===== config.mk =====
export PLATFORM = sky130hd
export DESIGN_NAME = dmem_core
export DESIGN_NICKNAME = d
export VERILOG_FILES = /design/src/rtl/dmem_pkg.sv /design/src/rtl/dmem_addr_gen.sv /design/src/rtl/dmem_region_dec.sv /design/src/rtl/dmem_sram.sv /design/src/rtl/dmem_move_seq.sv /design/src/rtl/dmem_core.sv
export SDC_FILE = /design/constraint.sdc
export NUM_CORES = 2
export LEC_CHECK = 0
export BUFFER_PORTS_ARGS = -buffer_cell sky130_fd_sc_hd__buf_2
export CORE_MARGIN = 2
export CORE_UTILIZATION = 50
export DETAILED_ROUTE_END_ITERATION = 12
export PLACE_DENSITY = 0.71
export SYNTH_ARGS = -nofsm -noshare
export SYNTH_HDL_FRONTEND = slang
export SYNTH_HIERARCHICAL = 1
export SYNTH_SLANG_ARGS = --single-unit

===== constraint.sdc =====
create_clock -name clk -period 16.35 [get_ports clk]
set_input_delay 3.27 -clock clk [delete_from_list [all_inputs] [get_ports clk]]
set_output_delay 3.27 -clock clk [all_outputs]
set_load 0.03 [all_outputs]

===== src/rtl/dmem_pkg.sv =====
package dmem_pkg;

  typedef enum logic [1:0] {
    AM_BANKED   = 2'd0,
    AM_WINDOW   = 2'd1,
    AM_POINTER  = 2'd2,
    AM_POINTER2 = 2'd3
  } amode_e;

  typedef enum logic [1:0] {
    RG_NONE = 2'd0,
    RG_GPR  = 2'd1,
    RG_SFR  = 2'd2
  } region_e;

  typedef enum logic [1:0] {
    MV_IDLE  = 2'd0,
    MV_READ  = 2'd1,
    MV_WRITE = 2'd2
  } mvstate_e;

endpackage


===== src/rtl/dmem_addr_gen.sv =====
module dmem_addr_gen
  import dmem_pkg::*;
#(
  parameter int ADDR_W       = 12,
  parameter int OPND_W       = 8,
  parameter int WINDOW_SPLIT = 128
) (
  input  logic [1:0]               mode,
  input  logic [OPND_W-1:0]        opnd,
  input  logic [ADDR_W-OPND_W-1:0] bank,
  input  logic [ADDR_W-1:0]        ptr,
  output logic [ADDR_W-1:0]        addr
);

  localparam int BANK_W = ADDR_W - OPND_W;
  localparam logic [OPND_W-1:0] SPLIT = OPND_W'(WINDOW_SPLIT);

  amode_e am;
  assign am = amode_e'(mode);

  always_comb begin
    unique case (am)
      AM_BANKED: addr = {bank, opnd};
      AM_WINDOW: begin
        if (opnd < SPLIT) addr = {{BANK_W{1'b0}}, opnd};
        else              addr = {{BANK_W{1'b1}}, opnd};
      end
      default:   addr = ptr;
    endcase
  end

endmodule


===== src/rtl/dmem_region_dec.sv =====
module dmem_region_dec
  import dmem_pkg::*;
#(
  parameter int ADDR_W    = 12,
  parameter int GPR_DEPTH = 256,
  parameter int SFR_COUNT = 32
) (
  input  logic [ADDR_W-1:0]            addr,
  output region_e                      region,
  output logic [$clog2(GPR_DEPTH)-1:0] gpr_idx,
  output logic [$clog2(SFR_COUNT)-1:0] sfr_idx
);

  localparam int GPR_AW = $clog2(GPR_DEPTH);
  localparam int SFR_AW = $clog2(SFR_COUNT);
  localparam logic [ADDR_W:0]   GPR_LIMIT = (ADDR_W+1)'(GPR_DEPTH);
  localparam logic [ADDR_W-1:0] SFR_BASE  = ADDR_W'((2 ** ADDR_W) - SFR_COUNT);

  always_comb begin
    if ({1'b0, addr} < GPR_LIMIT)  region = RG_GPR;
    else if (addr >= SFR_BASE)     region = RG_SFR;
    else                           region = RG_NONE;
  end

  assign gpr_idx = addr[GPR_AW-1:0];
  assign sfr_idx = addr[SFR_AW-1:0];

endmodule


===== src/rtl/dmem_sram.sv =====
module dmem_sram #(
  parameter int DATA_W       = 8,
  parameter int DEPTH        = 256,
  parameter bit CLEAR_ON_RST = 1'b0
) (
  input  logic                     clk,
  input  logic                     rst,
  input  logic                     we,
  input  logic [$clog2(DEPTH)-1:0] waddr,
  input  logic [DATA_W-1:0]        wdata,
  input  logic                     re,
  input  logic [$clog2(DEPTH)-1:0] raddr,
  output logic [DATA_W-1:0]        rdata
);

  logic [DATA_W-1:0] mem [DEPTH];

  generate
    if (CLEAR_ON_RST) begin : g_regs
      always_ff @(posedge clk) begin
        if (rst) begin
          for (int i = 0; i < DEPTH; i++) mem[i] <= '0;
          rdata <= '0;
        end else begin
          if (we) mem[waddr] <= wdata;
          if (re) rdata <= mem[raddr];
        end
      end
    end else begin : g_ram
      always_ff @(posedge clk) begin
        if (we) mem[waddr] <= wdata;
      end
      always_ff @(posedge clk) begin
        if (rst)     rdata <= '0;
        else if (re) rdata <= mem[raddr];
      end
    end
  endgenerate

endmodule


===== src/rtl/dmem_move_seq.sv =====
module dmem_move_seq
  import dmem_pkg::*;
#(
  parameter int ADDR_W = 12
) (
  input  logic              clk,
  input  logic              rst,
  input  logic              start,
  input  logic [ADDR_W-1:0] src,
  input  logic [ADDR_W-1:0] dst,
  output logic              busy,
  output logic              rd_req,
  output logic              wr_req,
  output logic [ADDR_W-1:0] rd_addr,
  output logic [ADDR_W-1:0] wr_addr
);

  mvstate_e          state;
  logic [ADDR_W-1:0] src_q;
  logic [ADDR_W-1:0] dst_q;

  always_ff @(posedge clk) begin
    if (rst) begin
      state <= MV_IDLE;
      src_q <= '0;
      dst_q <= '0;
    end else begin
      unique case (state)
        MV_IDLE: begin
          if (start) begin
            src_q <= src;
            dst_q <= dst;
            state <= MV_READ;
          end
        end
        MV_READ:  state <= MV_WRITE;
        default:  state <= MV_IDLE;
      endcase
    end
  end

  assign busy    = (state != MV_IDLE);
  assign rd_req  = (state == MV_READ);
  assign wr_req  = (state == MV_WRITE);
  assign rd_addr = src_q;
  assign wr_addr = dst_q;

endmodule


===== src/rtl/dmem_core.sv =====
module dmem_core
  import dmem_pkg::*;
#(
  parameter int DATA_W       = 8,
  parameter int ADDR_W       = 12,
  parameter int OPND_W       = 8,
  parameter int BSR_W        = 8,
  parameter int BSR_IMPL     = 4,
  parameter int GPR_DEPTH    = 256,
  parameter int SFR_COUNT    = 32,
  parameter int WINDOW_SPLIT = 128
) (
  input  logic              clk,
  input  logic              rst,
  input  logic              bsr_we,
  input  logic [BSR_W-1:0]  bsr_wdata,
  output logic [BSR_W-1:0]  bsr_q,
  input  logic              ptr_we,
  input  logic [ADDR_W-1:0] ptr_wdata,
  output logic [ADDR_W-1:0] ptr_q,
  input  logic              rd_en,
  input  logic [1:0]        rd_mode,
  input  logic [OPND_W-1:0] rd_opnd,
  output logic [DATA_W-1:0] rd_data,
  input  logic              wr_en,
  input  logic [1:0]        wr_mode,
  input  logic [OPND_W-1:0] wr_opnd,
  input  logic [DATA_W-1:0] wr_data,
  input  logic              mv_start,
  input  logic [ADDR_W-1:0] mv_src,
  input  logic [ADDR_W-1:0] mv_dst,
  output logic              mv_busy
);

  localparam int BANK_W = ADDR_W - OPND_W;
  localparam int GPR_AW = $clog2(GPR_DEPTH);
  localparam int SFR_AW = $clog2(SFR_COUNT);

  // bank and pointer registers
  logic [BSR_IMPL-1:0] bank_lo;
  logic [ADDR_W-1:0]   ptr_r;
  logic [BSR_W-BSR_IMPL-1:0] unused_bsr_hi;

  assign unused_bsr_hi = bsr_wdata[BSR_W-1:BSR_IMPL];

  always_ff @(posedge clk) begin
    if (rst) begin
      bank_lo <= '0;
      ptr_r   <= '0;
    end else begin
      if (bsr_we) bank_lo <= bsr_wdata[BSR_IMPL-1:0];
      if (ptr_we) ptr_r   <= ptr_wdata;
    end
  end

  assign bsr_q = {{(BSR_W-BSR_IMPL){1'b0}}, bank_lo};
  assign ptr_q = ptr_r;

  logic [BANK_W-1:0] bank_field;
  assign bank_field = BANK_W'(bank_lo);

  // effective address generation, one per port
  logic [ADDR_W-1:0] ext_raddr;
  logic [ADDR_W-1:0] ext_waddr;

  dmem_addr_gen #(.ADDR_W(ADDR_W), .OPND_W(OPND_W), .WINDOW_SPLIT(WINDOW_SPLIT)) rd_ag_i (
    .mode (rd_mode),
    .opnd (rd_opnd),
    .bank (bank_field),
    .ptr  (ptr_r),
    .addr (ext_raddr)
  );

  dmem_addr_gen #(.ADDR_W(ADDR_W), .OPND_W(OPND_W), .WINDOW_SPLIT(WINDOW_SPLIT)) wr_ag_i (
    .mode (wr_mode),
    .opnd (wr_opnd),
    .bank (bank_field),
    .ptr  (ptr_r),
    .addr (ext_waddr)
  );

  // move sequencer
  logic              mv_rd_req;
  logic              mv_wr_req;
  logic [ADDR_W-1:0] mv_rd_addr;
  logic [ADDR_W-1:0] mv_wr_addr;

  dmem_move_seq #(.ADDR_W(ADDR_W)) mv_i (
    .clk     (clk),
    .rst     (rst),
    .start   (mv_start),
    .src     (mv_src),
    .dst     (mv_dst),
    .busy    (mv_busy),
    .rd_req  (mv_rd_req),
    .wr_req  (mv_wr_req),
    .rd_addr (mv_rd_addr),
    .wr_addr (mv_wr_addr)
  );

  // port arbitration: the sequencer owns both ports while busy
  logic              eff_re;
  logic              eff_we;
  logic [ADDR_W-1:0] eff_raddr;
  logic [ADDR_W-1:0] eff_waddr;
  logic [DATA_W-1:0] eff_wdata;

  always_comb begin
    if (mv_busy) begin
      eff_re    = mv_rd_req;
      eff_raddr = mv_rd_addr;
      eff_we    = mv_wr_req;
      eff_waddr = mv_wr_addr;
      eff_wdata = rd_data;
    end else begin
      eff_re    = rd_en;
      eff_raddr = ext_raddr;
      eff_we    = wr_en;
      eff_waddr = ext_waddr;
      eff_wdata = wr_data;
    end
  end

  // region decode
  region_e           rd_region;
  region_e           wr_region;
  logic [GPR_AW-1:0] rd_gpr_idx;
  logic [GPR_AW-1:0] wr_gpr_idx;
  logic [SFR_AW-1:0] rd_sfr_idx;
  logic [SFR_AW-1:0] wr_sfr_idx;

  dmem_region_dec #(.ADDR_W(ADDR_W), .GPR_DEPTH(GPR_DEPTH), .SFR_COUNT(SFR_COUNT)) rd_dec_i (
    .addr    (eff_raddr),
    .region  (rd_region),
    .gpr_idx (rd_gpr_idx),
    .sfr_idx (rd_sfr_idx)
  );

  dmem_region_dec #(.ADDR_W(ADDR_W), .GPR_DEPTH(GPR_DEPTH), .SFR_COUNT(SFR_COUNT)) wr_dec_i (
    .addr    (eff_waddr),
    .region  (wr_region),
    .gpr_idx (wr_gpr_idx),
    .sfr_idx (wr_sfr_idx)
  );

  // storage arrays
  logic [DATA_W-1:0] gpr_rdata;
  logic [DATA_W-1:0] sfr_rdata;
  logic              gpr_we;
  logic              sfr_we;
  logic              gpr_re;
  logic              sfr_re;

  assign gpr_we = eff_we && (wr_region == RG_GPR);
  assign sfr_we = eff_we && (wr_region == RG_SFR);
  assign gpr_re = eff_re && (rd_region == RG_GPR);
  assign sfr_re = eff_re && (rd_region == RG_SFR);

  dmem_sram #(.DATA_W(DATA_W), .DEPTH(GPR_DEPTH), .CLEAR_ON_RST(1'b0)) gpr_i (
    .clk   (clk),
    .rst   (rst),
    .we    (gpr_we),
    .waddr (wr_gpr_idx),
    .wdata (eff_wdata),
    .re    (gpr_re),
    .raddr (rd_gpr_idx),
    .rdata (gpr_rdata)
  );

  dmem_sram #(.DATA_W(DATA_W), .DEPTH(SFR_COUNT), .CLEAR_ON_RST(1'b1)) sfr_i (
    .clk   (clk),
    .rst   (rst),
    .we    (sfr_we),
    .waddr (wr_sfr_idx),
    .wdata (eff_wdata),
    .re    (sfr_re),
    .raddr (rd_sfr_idx),
    .rdata (sfr_rdata)
  );

  // read return: region of the last accepted read selects the array output
  region_e sel_q;

  always_ff @(posedge clk) begin
    if (rst)         sel_q <= RG_NONE;
    else if (eff_re) sel_q <= rd_region;
  end

  always_comb begin
    unique case (sel_q)
      RG_GPR:  rd_data = gpr_rdata;
      RG_SFR:  rd_data = sfr_rdata;
      default: rd_data = '0;
    endcase
  end

endmodule


==> flow_summary.toml <==
[clocking]
clk_pin_slew_ns = 0.06
cts_tree = "done"
clk_path_buf_depth = 3
holdBufCountCts = 0
cts_resized = 0
clock_latency_ns = 0.88
cts-root-buf = "clkbuf_16"
cts.sinks = 2364
numCtsBuffers = 222
cts_setup_buffers = 0
cts-htree-levels = 4

[power]
powerDensity_nw_per_um2 = 124
ir_worst_vdd_mv = 0.0985
leakagePower_nw = 33.4
power_mw = 13.1

[global_route]
grt_max_degree = 203
antenna_found_initial = 8
overflow = 0
grt_pass1_wl_mm = 351
first_global_vias = 49729
grt_usage_pct = 24.7

[yosys]
synth_seq_area_share_pct = 73.4
synth-edff-count = 2304
ys_warn_count = 6
synth_seq_cells = 2364
synth_flop_cell = "edfxtp_1"
synth_cell_types = 72
synth_cells = 5189
synth.avg_cell_area_um2 = 18.5
synth-async-reset-ratio_pct = 0
synth_area_um2 = 96000

[detailed_routing]
vias = 51080
vias_per_cell = 6.41
ant_nets = 0
routed_wl_mm = 245
maxUsedRoutingLayer = "met5"
drc_errors = 0
m1WireLength_mm = 92.6
dr_wl_met3_mm = 26.8
met2_length_mm = 116
drt_iter0_drc = 7241
first_pass_iters = 6
wl_per_cell_um = 30.8

[timing]
setup_viol = 0
slew_headroom_pct = 16.0
final.period_utilization_pct = 46.6
clock.fmax_mhz = 131
final.min_clock_period_ns = 7.61
slew_viol_final = 0
worst_slack_ns = 8.74
hold_slack_ns = 0.472
hold_viol = 0
worstMarginPinSlew_ns = 1.25
setup_tns_ns = 0
skew_ns = 0.0699
rsz0062_at_grt = "no"

[place]
post-place-ws_ns = 7.92
place_congestion = 0.867
dp.cells = 7539
portBuffers = 99
placed_area_um2 = 98200
dpl.hpwl_mm = 148

[floorplan]
start_util_pct = 50.4
die_height_um = 442
row_count = 160
ios = 108
die_width_um = 442
core_area_um2 = 190000
die_area_um2 = 195000

[cells_and_area]
fillCellCount = 14156
final_cells = 7966
fin_area_um2 = 106000
layout_commonest_cell = "edfxtp_1"
final_cell_mix = "edfxtp_1, mux2i_1, nor2_1"
utilization_pct = 55.4
drive_gt1_share_pct = 18.1
nets = 5334
syn_to_final_growth_pct = 9.97

[setup_path]
cp.arrival_ns = 8.35
worstPathRequired_ns = 17.09
worst-path-max-fanout = 43
critPathLaunch = "rd_mode[1]"
reg2reg_from = "mv_i/state[0]"
worstSetupEndpointType = "register"
crit_path_start_kind = "primary input"
path_class = "in -> reg"

[worst_hold_path]
min_from = "mv_i/wr_addr[3]"
hp-class = "reg -> reg"

[run]
cap_viol_max_count = 0

[status]
status = "completed"
registers in the layout, summed over array words and instances (netlist names):
signal and count:
bank_field 4, gpr_i/mem 2048, gpr_i/rdata 8, mv_i/rd_addr 12, mv_i/state 2, mv_i/wr_addr 12
ptr_q 12, sel_q 2, sfr_i/mem 256, sfr_i/rdata 8
final timing paths:
| kind | slack, ns | cells past startpoint | endpoint |
|---|---|---|---|
| setup / recovery | 8.74 | 12 | gpr_i/rdata[1] |
| hold / removal | 0.47 | 2 | mv_i/wr_addr[3] |
| hold reg to reg | 0.47 | 2 | mv_i/wr_addr[3] |
| setup reg to reg | 10.57 | 11 | gpr_i/rdata[1] |
report_power, final:
group          switching [mW]  internal (mW)
Sequential             0.0207           6.73
Combinational           0.825          0.399
Clock                    2.27           2.88
worst max-delay path, stage by stage:
cell       delay, ns
buf_2           0.30
mux2_2          0.25
mux2_8          0.42
buf_4           0.53
buf_4           0.55
nand3b_1        0.72
buf_4           0.45
o22ai_1         0.16
a2111oi_0       0.74
or3_1           0.43
nor4_1          0.10
a221o_1         0.28
cell usage after synthesis, drive strengths merged, types with 7 or more instances:
cell        n  area share [%]
a2111oi    26            0.26
a211oi     39            0.32
a21oi      76            0.40
a221oi      8           0.080
a22oi     120            0.94
a31oi      16            0.10
and2      266             1.7
buf       195             2.0
clkbuf    167            0.66
dfxtp      60             1.3
edfxtp   2304              72
inv        14           0.055
mux2       42            0.51
mux2i     460             4.8
mux4      392             9.4
nand2     126            0.49
nand2b     62            0.40
nand3      53            0.28
nand3b      8           0.063
nand4      22            0.14
nor2      360             1.4
nor2b      21            0.14
nor3       32            0.17
nor4       14            0.10
o21ai      49            0.26
o221ai     49            0.47
o22ai     107            0.71
or2        36            0.23
or3         7           0.046
or4         8           0.063
metal layers:
| metal | up-vias | track usage, % |
|---|---|---|
| li1 | 20946 | - |
| met1 | 26582 | 33.6 |
| met2 | 2993 | 38.8 |
| met3 | 555 | 6.06 |
| met4 | 4 | 9.09 |
| met5 | - | 0 |
layout make-up:
type                       instances  area [um2]  share of cell area [%]
antenna                            6        15.0                  0.0142
multi-input combinational       2452       23200                    22.0
clock buffer                     284        5810                    5.50
inverter                          14        55.1                  0.0522
clock inverter                   136        1510                    1.43
tap                             2511        3140                    2.98
sequential                      2364       70400                    66.7
timing repair buffer             199        1370                    1.30
cell families (layout without fill, tap and decap cells):
family / count (synthesis) / in the layout / share of synthesized area [%]
flip-flops: 2364 / 2364 / 73.4
AO/OA/AOI/OAI: 520 / 520 / 3.82
AND/OR/NAND/NOR: 1032 / 1032 / 5.42
other: 1 / 10 / 0.00391
multiplexers: 894 / 894 / 14.7
adder cells (fa/ha/maj): 2 / 2 / 0.0261
buffers and inverters: 376 / 633 / 2.71
Power figures use the tool's default switching activity.
